`src/rtl/irq_ctl.sv`:
```
module irq_ctl #(
  parameter int N_SRC = 32,
  parameter logic [N_SRC-1:0] EDGE_KIND = '0
) (
  input  logic             clk,
  input  logic             rst_n,
  input  logic [N_SRC-1:0] src,
  input  logic [2:0]       addr,
  input  logic             wr_en,
  input  logic [31:0]      wr_data,
  output logic [31:0]      rd_data,
  output logic             irq_out
);
  localparam logic [2:0] A_STAT = 3'd0, A_PEND = 3'd1, A_EN = 3'd2, A_ACK = 3'd3,
                         A_SET = 3'd4, A_CLR = 3'd5, A_VEC = 3'd6, A_MC = 3'd7;

  logic [N_SRC-1:0] stat, en, src_q, hit, pend, wbits;
  logic [1:0]       mc;
  logic [31:0]      vec;

  assign wbits = wr_data[N_SRC-1:0];
  assign hit   = (EDGE_KIND & src & ~src_q) | (~EDGE_KIND & src);
  assign pend  = stat & en;
  assign irq_out = mc[0] & mc[1] & (|pend);

  always_comb begin
    vec = '1;
    for (int i = N_SRC - 1; i >= 0; i--)
      if (pend[i]) vec = 32'(i);
  end

  always_ff @(posedge clk) begin
    if (!rst_n) begin
      stat  <= '0;
      en    <= '0;
      src_q <= '0;
      mc    <= '0;
    end else begin
      src_q <= src;
      if (wr_en && addr == A_ACK) stat <= (stat & ~wbits) | hit;
      else                        stat <= stat | hit;
      if (wr_en) begin
        case (addr)
          A_EN:    en <= wbits;
          A_SET:   en <= en | wbits;
          A_CLR:   en <= en & ~wbits;
          A_MC:    mc <= wr_data[1:0];
          default: ;
        endcase
      end
    end
  end

  always_comb begin
    case (addr)
      A_STAT:  rd_data = 32'(stat);
      A_PEND:  rd_data = 32'(pend);
      A_EN:    rd_data = 32'(en);
      A_VEC:   rd_data = vec;
      A_MC:    rd_data = {30'd0, mc};
      default: rd_data = '0;
    endcase
  end


  set_en_chk: assert property (@(posedge clk) disable iff (!rst_n)
    (wr_en && addr == A_SET) |=> ((en & $past(wbits)) == $past(wbits)));

  clr_en_chk: assert property (@(posedge clk) disable iff (!rst_n)
    (wr_en && addr == A_CLR) |=> ((en & $past(wbits)) == '0));

  ack_clear_chk: assert property (@(posedge clk) disable iff (!rst_n)
    (wr_en && addr == A_ACK) |=> ((stat & $past(wbits) & ~$past(hit)) == '0));

  vec_pend_chk: assert property (@(posedge clk) disable iff (!rst_n)
    (|pend) |-> (vec < 32'(N_SRC) && pend[vec[4:0]]));

  irq_gate_chk: assert property (@(posedge clk) disable iff (!rst_n)
    irq_out |-> (mc == 2'b11 && vec != '1));

  latch_chk: assert property (@(posedge clk) disable iff (!rst_n)
    (|hit) |=> ((stat & $past(hit)) == $past(hit)));
endmodule

```
`config.mk`:
```
export PLATFORM = sky130hd
export DESIGN_NAME = irq_ctl
export DESIGN_NICKNAME = d
export VERILOG_FILES = /design/src/rtl/irq_ctl.sv
export SDC_FILE = /design/constraint.sdc
export NUM_CORES = 1
export LEC_CHECK = 0
export ABC_AREA = 0
export BUFFER_PORTS_ARGS = -buffer_cell sky130_fd_sc_hd__buf_2
export CAP_MARGIN = 20
export CELL_PAD_IN_SITES_DETAIL_PLACEMENT = 0
export CELL_PAD_IN_SITES_GLOBAL_PLACEMENT = 1
export CORE_ASPECT_RATIO = 0.9
export CORE_MARGIN = 4
export CORE_UTILIZATION = 34
export DETAILED_ROUTE_END_ITERATION = 8
export PLACE_DENSITY_LB_ADDON = 0.05
export SLEW_MARGIN = 30
export SYNTH_ARGS = -nofsm -noshare
export SYNTH_HDL_FRONTEND = slang
export SYNTH_SLANG_ARGS = --single-unit
```
`constraint.sdc`:
```
create_clock -name clk -period 1.7 [get_ports clk]
set_clock_uncertainty 0.2 [all_clocks]
set_input_delay 0.255 -clock clk [delete_from_list [all_inputs] [get_ports clk]]
set_output_delay 0.255 -clock clk [all_outputs]
set_load 0.005 [all_outputs]
```
==> impl_metrics.ini, run 1 <==
[run_status]
status = finished, violations left
violations = negative setup slack

[place]
gp_congestion = 0.850
dpl.hpwl_mm = 10.4
port-buffer-count = 102
place_ws_ns = -0.435

[worst_setup_path]
reg2reg_depth = 5
required_ns = 1.24
cp_max_fo = 19
cp.arrival_ns = 1.98
crit_path_start_kind = flop
critPathKind = flop to primary output
r2r_slack_ns = 0.52
end_kind = primary output

[synthesis]
syn_avg_cell_area_um2 = 7.54
yosysSeqAreaShare_pct = 33.3
postSynthCellCount = 526
yosysUniqueCellTypes = 47
syn-num-nets = 596
yosys_warnings = 0
async_flop_share_pct = 0
synth_edf_count = 0
synth_area_mm2 = 0.00397
synth_seq_cells = 66
synthFlopType = dfxtp_1

[layout]
fin_util_pct = 56.8
final_common_cell = buf_4
fillers = 1091
fin_nets = 851
num_antenna_cells = 0
final_cell_mix = buf_4 (107), buf_2 (102), o21ai_0 (65)
area_delta_synth_final_pct = 63.7
layout-drive-gt1-share_pct = 37.2

[floorplan]
fp.coreArea_mm2 = 0.0114
start_util_pct = 34.7
rows = 37
boundaryPins = 103
die_area_mm2 = 0.0135
die_h_um = 110
die_w_um = 122

[routing]
drc = 0
drtPass1Iterations = 5
wire_per_inst_um = 16.0
avgViaCountPerCell = 5.17
drtIter0Drc = 265
dr_total_vias = 4845
routed_wirelength_mm = 15.0
ant_nets = 0

[global_routing]
gr-total-overflow = 0
antenna_found_initial = 0
grt_use_total_pct = 22.8
grt_max_degree = 67
grt_pass1_vias = 4973
grt_pass1_wl_mm = 24.8

[hold_path]
hold_class = input port to flop
min_path_cells = 3

[timing]
final.min_clock_period_ns = 2.44
period_share_pct = 143
worst_slew_pin_slew_ns = 0.507
grt_setup_unrepaired = yes
worst_slack_ns = -0.736
slew_violations = 0
slew_headroom_pct = 66.2
max_freq_mhz = 410
hold_viol = 0
setup_viol = 33

[power_and_ir_drop]
vdd_ir_drop_max_mv = 0.458
leakage_uw = 0.00286
power_density_mw_per_mm2 = 689

[cts]
cts_buffer_depth = 2
cts.sinks = 66
root_buffer = clkbuf_16
cts_htree_levels = 3
cts_tree = built
cts_made_buffers = 9
clk_latency_ns = 0.33
path_clk_slew_ns = 0.05

[flow_run]
maxCapViolCount = 0
## kinds of logic after synthesis
logic type	Yosys count	share of synthesized area [%]
AOI/OAI and AO/OA	268	45.4
and+or+nand+nor	123	14.2
DFF	66	33.3
buffers and inverters	69	7.16
## synth_stat cells (5+ instances only)
master | instances | share of area (%)
inv_1 | 33 | 3.1
a21oi_1 | 36 | 4.5
a211oi_1 | 5 | 0.95
buf_2 | 8 | 1.0
o21a_1 | 31 | 5.9
dfxtp_1 | 66 | 33
nor2_1 | 34 | 3.2
o21ai_0 | 71 | 9.0
a22oi_1 | 40 | 7.6
a21boi_1 | 30 | 5.7
nand2_1 | 65 | 6.1
o21ai_2 | 20 | 4.4
clkbuf_1 | 23 | 2.2
## worst paths after layout
check / to / from
min reg2reg: en[14]$_SDFFE_PN0P_ / en[14]$_SDFFE_PN0P_
max reg2reg: stat[6]$_SDFF_PN0_ / stat[6]$_SDFF_PN0_
min: en[1]$_SDFFE_PN0P_ / wr_data[1]
max: rd_data[24] / stat[31]$_SDFF_PN0_
## layout make-up
class / count / area [um2] / share of cell area, %
Multi-Input combinational cell: 391 / 2520 / 38.8
Timing Repair Buffer: 280 / 2080 / 32.0
Sequential cell: 66 / 1330 / 20.5
Clock buffer: 11 / 243 / 3.74
Tap cell: 156 / 195 / 3.00
Inverter: 33 / 124 / 1.91
Clock inverter: 1 / 5.00 / 0.0770
## metal layers
layer / share of wire (%) / track usage [%] / wire length [um]
met4: 1.7 / 7.09 / 259
met5: 0 / 0 / 0
met2: 47 / 37.6 / 7030
met1: 47 / 30.3 / 6990
met3: 4.7 / 3.84 / 703
## power by group
group          switching [uW]  internal, uW
Clock                     628           990
Combinational             547           602
Sequential               69.0          1640
Total                    1240          3230
## registers in the layout (all words and copies together) (netlist names)
name,count
en,32
mc,2
stat,32
## metrics by stage
step / cell area (um2) / hold WS [ns] / TNS [ns] / total power [uW] / std cells
2_1_floorplan: 3980 / 0.179 / -2.57 / 2200 / 526
3_3_place_gp: 5440 / 0.261 / -15.37 / 2710 / 861
3_5_place_dp: 5440 / 0.264 / -18.22 / 2720 / 861
4_1_cts: 6450 / 0.0149 / -23.36 / 4520 / 939
5_1_grt: 6500 / 0.0383 / -27.81 / 4700 / 938
6_report: 6500 / 0.0271 / -22.29 / 4480 / 938
## timing repair
action,CTS,global route
endpoints found under the hold margin,63,0
gates resized for setup,35,11
pin swaps,10,4
setup buffers,3,1
hold buffers,63,0
endpoints found under the setup margin,33,33
## worst max-delay path: stages (launching register included)
cell and delay [ns]:
dfxtp_2 0.31, a222oi_1 0.35, nand4_1 0.21, nor3_4 0.26, nand3_4 0.12, buf_12 0.19, o21ai_1 0.08, buf_2 0.12
(Power assumes the default switching activity.)
==> run 2, diff against run 1 <==
--- a/config.mk
+++ b/config.mk
@@ -8,11 +8,9 @@
 export ABC_AREA = 0
 export BUFFER_PORTS_ARGS = -buffer_cell sky130_fd_sc_hd__buf_2
 export CAP_MARGIN = 20
-export CELL_PAD_IN_SITES_DETAIL_PLACEMENT = 0
-export CELL_PAD_IN_SITES_GLOBAL_PLACEMENT = 1
 export CORE_ASPECT_RATIO = 0.9
 export CORE_MARGIN = 4
-export CORE_UTILIZATION = 34
+export CORE_UTILIZATION = 44
 export DETAILED_ROUTE_END_ITERATION = 8
 export PLACE_DENSITY_LB_ADDON = 0.05
 export SLEW_MARGIN = 30
==> run 2 against run 1 <==
Via count up 2.5%. Core utilization up 17 points. Sequential power about the same. Largest power group unchanged. Power down 2.8%. Die area down 21%. Flip-flop and latch count unchanged. Clock power down 8%. Critical path depth unchanged. Non-clock buffer count up 2. The run still ends with negative setup slack left. Count of clock-buffer cells in the layout unchanged. Cell count down 3.3%.
==> impl_metrics.ini, run 2 (same netlist as run 1, synthesis figures left out) <==
[run_status]
status = finished, violations left
violations = negative setup slack

[timing]
final.min_clock_period_ns = 2.41
grt_setup_unrepaired = yes
slew_headroom_pct = 78.7
worst_slew_pin_slew_ns = 0.317
setup_viol = 33
max_freq_mhz = 415
slew_violations = 0
period_share_pct = 142
hold_viol = 0
worst_slack_ns = -0.710

[global_routing]
grt_pass1_wl_mm = 24.4
grt_use_total_pct = 28.7
gr-total-overflow = 0
grt_pass1_vias = 4934
antenna_found_initial = 0
grt_max_degree = 67

[routing]
drtPass1Iterations = 6
dr_total_vias = 4965
drc = 0
drtIter0Drc = 287
ant_nets = 0
avgViaCountPerCell = 5.47
routed_wirelength_mm = 15.0
wire_per_inst_um = 16.5

[place]
gp_congestion = 0.891
port-buffer-count = 102
dpl_cell_area_mm2 = 0.00537
dpl.hpwl_mm = 10.3

[worst_setup_path]
end_kind = primary output
cp_max_fo = 12
path_cells = a222oi_1, nand4_1, nor3_4, nand3_4, buf_12, o21ai_1, buf_2
required_ns = 1.24
cp.arrival_ns = 1.95
crit_slowest_cell = dfxtp_2
crit_path_start_kind = flop
critPathKind = flop to primary output
slowest_delay_ns = 0.34

[layout]
area_delta_synth_final_pct = 61.7
fin_util_pct = 73.8
final_cell_mix = buf_4 (109), buf_2 (102), o21ai_0 (68)
top_regs = en x32, stat x32, mc x2
layout-drive-gt1-share_pct = 38.5
final_common_cell = buf_4
num_antenna_cells = 0
fin_nets = 853
post-route-cell-area_mm2 = 0.00642

[floorplan]
die_area_mm2 = 0.0106
die_w_um = 108
boundaryPins = 103
fp.coreArea_mm2 = 0.00869
rows = 32
die_h_um = 98.1
start_util_pct = 45.7

[cts]
cts_made_buffers = 9
cts_htree_levels = 3
cts.sinks = 66
path_clk_slew_ns = 0.07
cts_tree = built
root_buffer = clkbuf_8
cts_buffer_depth = 2
clk_latency_ns = 0.35

[power_and_ir_drop]
vdd_ir_drop_max_mv = 0.711
power_density_mw_per_mm2 = 678
leakage_uw = 0.00285

[flow_run]
maxCapViolCount = 0

[hold_path]
hold_class = input port to flop
## run 2: cell count changes in the layout (fill, tap and decap cells not counted), sizes merged
| cell | previous run | this run |
|---|---|---|
| buf | 217 | 218 |
| bufinv | 0 | 2 |
| clkinv | 1 | 2 |
| clkinvlp | 0 | 1 |
| dlygate4sd3 | 63 | 64 |
## run 2: worst paths after layout
check	startpoint	endpoint	slack, ns	cells past startpoint
worst max register to register	stat[8]$_SDFF_PN0_	stat[8]$_SDFF_PN0_	0.55	5
worst max-delay path	stat[30]$_SDFF_PN0_	rd_data[26]	-0.71	7
worst min register to register	mc[1]$_SDFFE_PN0P_	mc[1]$_SDFFE_PN0P_	0.29	2
worst min-delay path	wr_en	mc[1]$_SDFFE_PN0P_	0.03	3
## run 2: area by class of cell
cell class,count,area (um2)
clock inverters,5,77.6
clock buffers,11,141
fillers,690,2270
well taps,119,149
multi-input cells,391,2510
inverters,33,124
flip-flops and latches,66,1340
repair buffers,282,2070
## run 2: what timing repair did
| action | 4_1_cts | 5_1_grt |
|---|---|---|
| endpoints found under the hold margin | 65 | 0 |
| pin swaps | 14 | 12 |
| gates resized for setup | 39 | 12 |
| setup endpoints to repair | 33 | 46 |
| hold buffers | 64 | 0 |
| buffers inserted | 1 | 1 |
## run 2: metrics by stage
step                setup TNS [ns]  cells  hold slack [ns]  total power [uW]  setup slack (ns)
finish                      -21.84    907           0.0310              4350            -0.710
global route                -27.03    907           0.0332              4550            -0.895
CTS                         -22.69    906           0.0150              4340            -0.736
detailed placement          -16.89    825            0.267              2700            -0.359
global placement            -13.84    825            0.262              2670            -0.344
floorplan                    -2.57    526            0.179              2200            -0.124
## run 2: where the power goes
part           leakage [uW]  switching [uW]  internal (uW)
Clock              0.000109             625            861
Sequential         0.000550            73.9           1640
Combinational       0.00219             549            603
## run 2: per-layer routing
metal  up-vias  share of wire, %  track usage, %  wire length [um]
li1       2416                 -               -                 -
met1      2315                44            39.1              6640
met2       214                46            46.0              6950
met3        20               7.7            5.68              1150
met4         0               1.5            8.06               231
met5         -                 0               0                 0
## run 2: critical path: cells and delay by family (launching register included)
kind / cells / cell delay (ns)
AND/OR/NAND/NOR: 3 / 0.58
AO/OA/AOI/OAI: 2 / 0.38
flip-flops: 1 / 0.34
buffers and inverters: 2 / 0.30
==> run 3, diff against run 2 <==
==> constraint.sdc (replaced) <==
create_clock -name clk -period 2.5 [get_ports clk]
set_clock_uncertainty 0.2 [all_clocks]
set_input_delay 0.375 -clock clk [delete_from_list [all_inputs] [get_ports clk]]
set_output_delay 0.375 -clock clk [all_outputs]
set_load 0.005 [all_outputs]
==> run 3 against run 2 <==
Highest routed layer unchanged. Cell area decreased by 22%. Global-route usage decreased by 4.3 points. Power decreased by 39%. Wire length decreased by 13%. The run still ends with negative setup slack left. Largest cell class unchanged. Cell count decreased by 17%. Critical path depth unchanged. Sequential share of layout area increased by 5.6 points. Die area unchanged. Core utilization decreased by 16 points. Sequential power decreased by 31%. First-iteration DRC count increased by 14%.
==> impl_metrics.ini, run 3 (same netlist as run 1, synthesis figures left out) <==
[run_status]
status = finished, violations left
violations = negative setup slack

[timing]
setup_viol = 27
max_freq_mhz = 385
worst_slew_pin_slew_ns = 0.663
grt_setup_unrepaired = yes
final.min_clock_period_ns = 2.60
slew_headroom_pct = 55.8
hold_slack_ns = 0.0294
worst_slack_ns = -0.0970
period_share_pct = 104
hold_viol = 0
slew_violations = 0

[hold_path]
hold_class = input port to flop

[power_and_ir_drop]
leakage_uw = 0.00211
power_density_mw_per_mm2 = 529
vdd_ir_drop_max_mv = 0.242

[place]
dpl.hpwl_mm = 9.10
dpl_cell_area_mm2 = 0.00467
place_ws_ns = 0.211
gp_congestion = 0.868
dp.cells = 734
port-buffer-count = 102

[global_routing]
grt_pass1_vias = 4073
grt_use_total_pct = 24.3
gr-total-overflow = 0
grt_pass1_wl_mm = 20.8
antenna_found_initial = 0
grt_max_degree = 67

[routing]
avgViaCountPerCell = 5.77
dr_total_vias = 4353
wire_per_inst_um = 17.3
drtPass1Iterations = 6
routed_wirelength_mm = 13.1
ant_nets = 0
drtIter0Drc = 328
drc = 0

[cts]
postCtsHoldBufs = 0
path_clk_slew_ns = 0.08
cts_buffer_depth = 2
cts_tree = built
cts_htree_levels = 3
cts_made_buffers = 9
clk_latency_ns = 0.35
root_buffer = clkbuf_8
cts.sinks = 66

[layout]
area_delta_synth_final_pct = 26.7
fillers = 820
fin_cells = 754
post-route-cell-area_mm2 = 0.00503
layout-drive-gt1-share_pct = 31.7
top_regs = en x32, stat x32, mc x2
num_antenna_cells = 0
fin_nets = 701
seqCellArea_mm2 = 0.00133
multiInputGateArea_mm2 = 0.00246
final_common_cell = buf_2
final_cell_mix = buf_2 (102), o21ai_0 (67), nand2_1 (65)

[worst_setup_path]
crit_slowest_cell = a222oi_1
slowest_delay_ns = 0.39
cp_max_fo = 14
end_kind = primary output
path_cells = a222oi_1, nand4_1, nor3_4, nand3_4, buf_8, o21ai_2, buf_2
crit_path_start_kind = flop
cp.arrival_ns = 2.02
required_ns = 1.92
critPathKind = flop to primary output

[floorplan]
die_area_mm2 = 0.0106
die_h_um = 98.1
rows = 32
start_util_pct = 45.7
die_w_um = 108
boundaryPins = 103
fp.coreArea_mm2 = 0.00869

[flow_run]
maxCapViolCount = 0
## run 3: changes by cell type in the layout (fill, tap and decap cells not counted), sizes merged
cell,change
buf,-88
bufinv,-1
clkinv,-2
clkinvlp,+2
dlygate4sd3,-64
## run 3: worst max-delay path, delay by kind of cell (launching register included)
kind            cells  cell delay, ns
simple gates        3            0.59
compound gates      2            0.45
flops               1            0.33
buf+inv             2            0.30
## run 3: final cells by class
class | instances | share of cell area, %
Clock inverter | 4 | 1.05
Timing Repair Buffer | 130 | 15.2
Multi-Input combinational cell | 391 | 49.0
Tap cell | 119 | 2.96
Inverter | 33 | 2.46
Sequential cell | 66 | 26.5
Clock buffer | 11 | 2.81
## run 3: final timing paths
kind | from | end | slack, ns | cells past startpoint
setup / recovery | stat[31]$_SDFF_PN0_ | rd_data[17] | -0.1 | 7
hold / removal | src[23] | stat[23]$_SDFF_PN0_ | 0.03 | 2
setup reg to reg | stat[1]$_SDFF_PN0_ | stat[1]$_SDFF_PN0_ | 1.48 | 3
hold reg to reg | en[31]$_SDFFE_PN0P_ | en[31]$_SDFFE_PN0P_ | 0.29 | 2
## run 3: per-layer routing
metal | global-route usage, % | routed length [um] | vias up
met4 | 5.73 | 110 | 0
met5 | 0 | 0 | -
met1 | 36.1 | 6200 | 2056
met3 | 4.10 | 864 | 10
li1 | - | - | 2115
met2 | 36.6 | 5900 | 172
## run 3: timing repair
action / in CTS / in global routing
pin swaps: 4 / 8
resized for setup: 20 / 20
setup buffers: 1 / 5
endpoints found under the setup margin: 29 / 32
## run 3: metrics by stage
step                setup TNS (ns)  power [uW]  utilization (%)
detailed placement               0        1720             53.8
floorplan                        0        1490                -
finish                       -2.23        2660             57.9
CTS                          -2.06        2640             56.8
global route                 -5.30        2780             57.9
global placement                 0        1710             53.8
## run 3: report_power, final
group	internal (uW)	switching, uW	leakage, uW
clock	483	434	0.0000877
sequential	1110	68.0	0.000548
combinational	252	308	0.00147
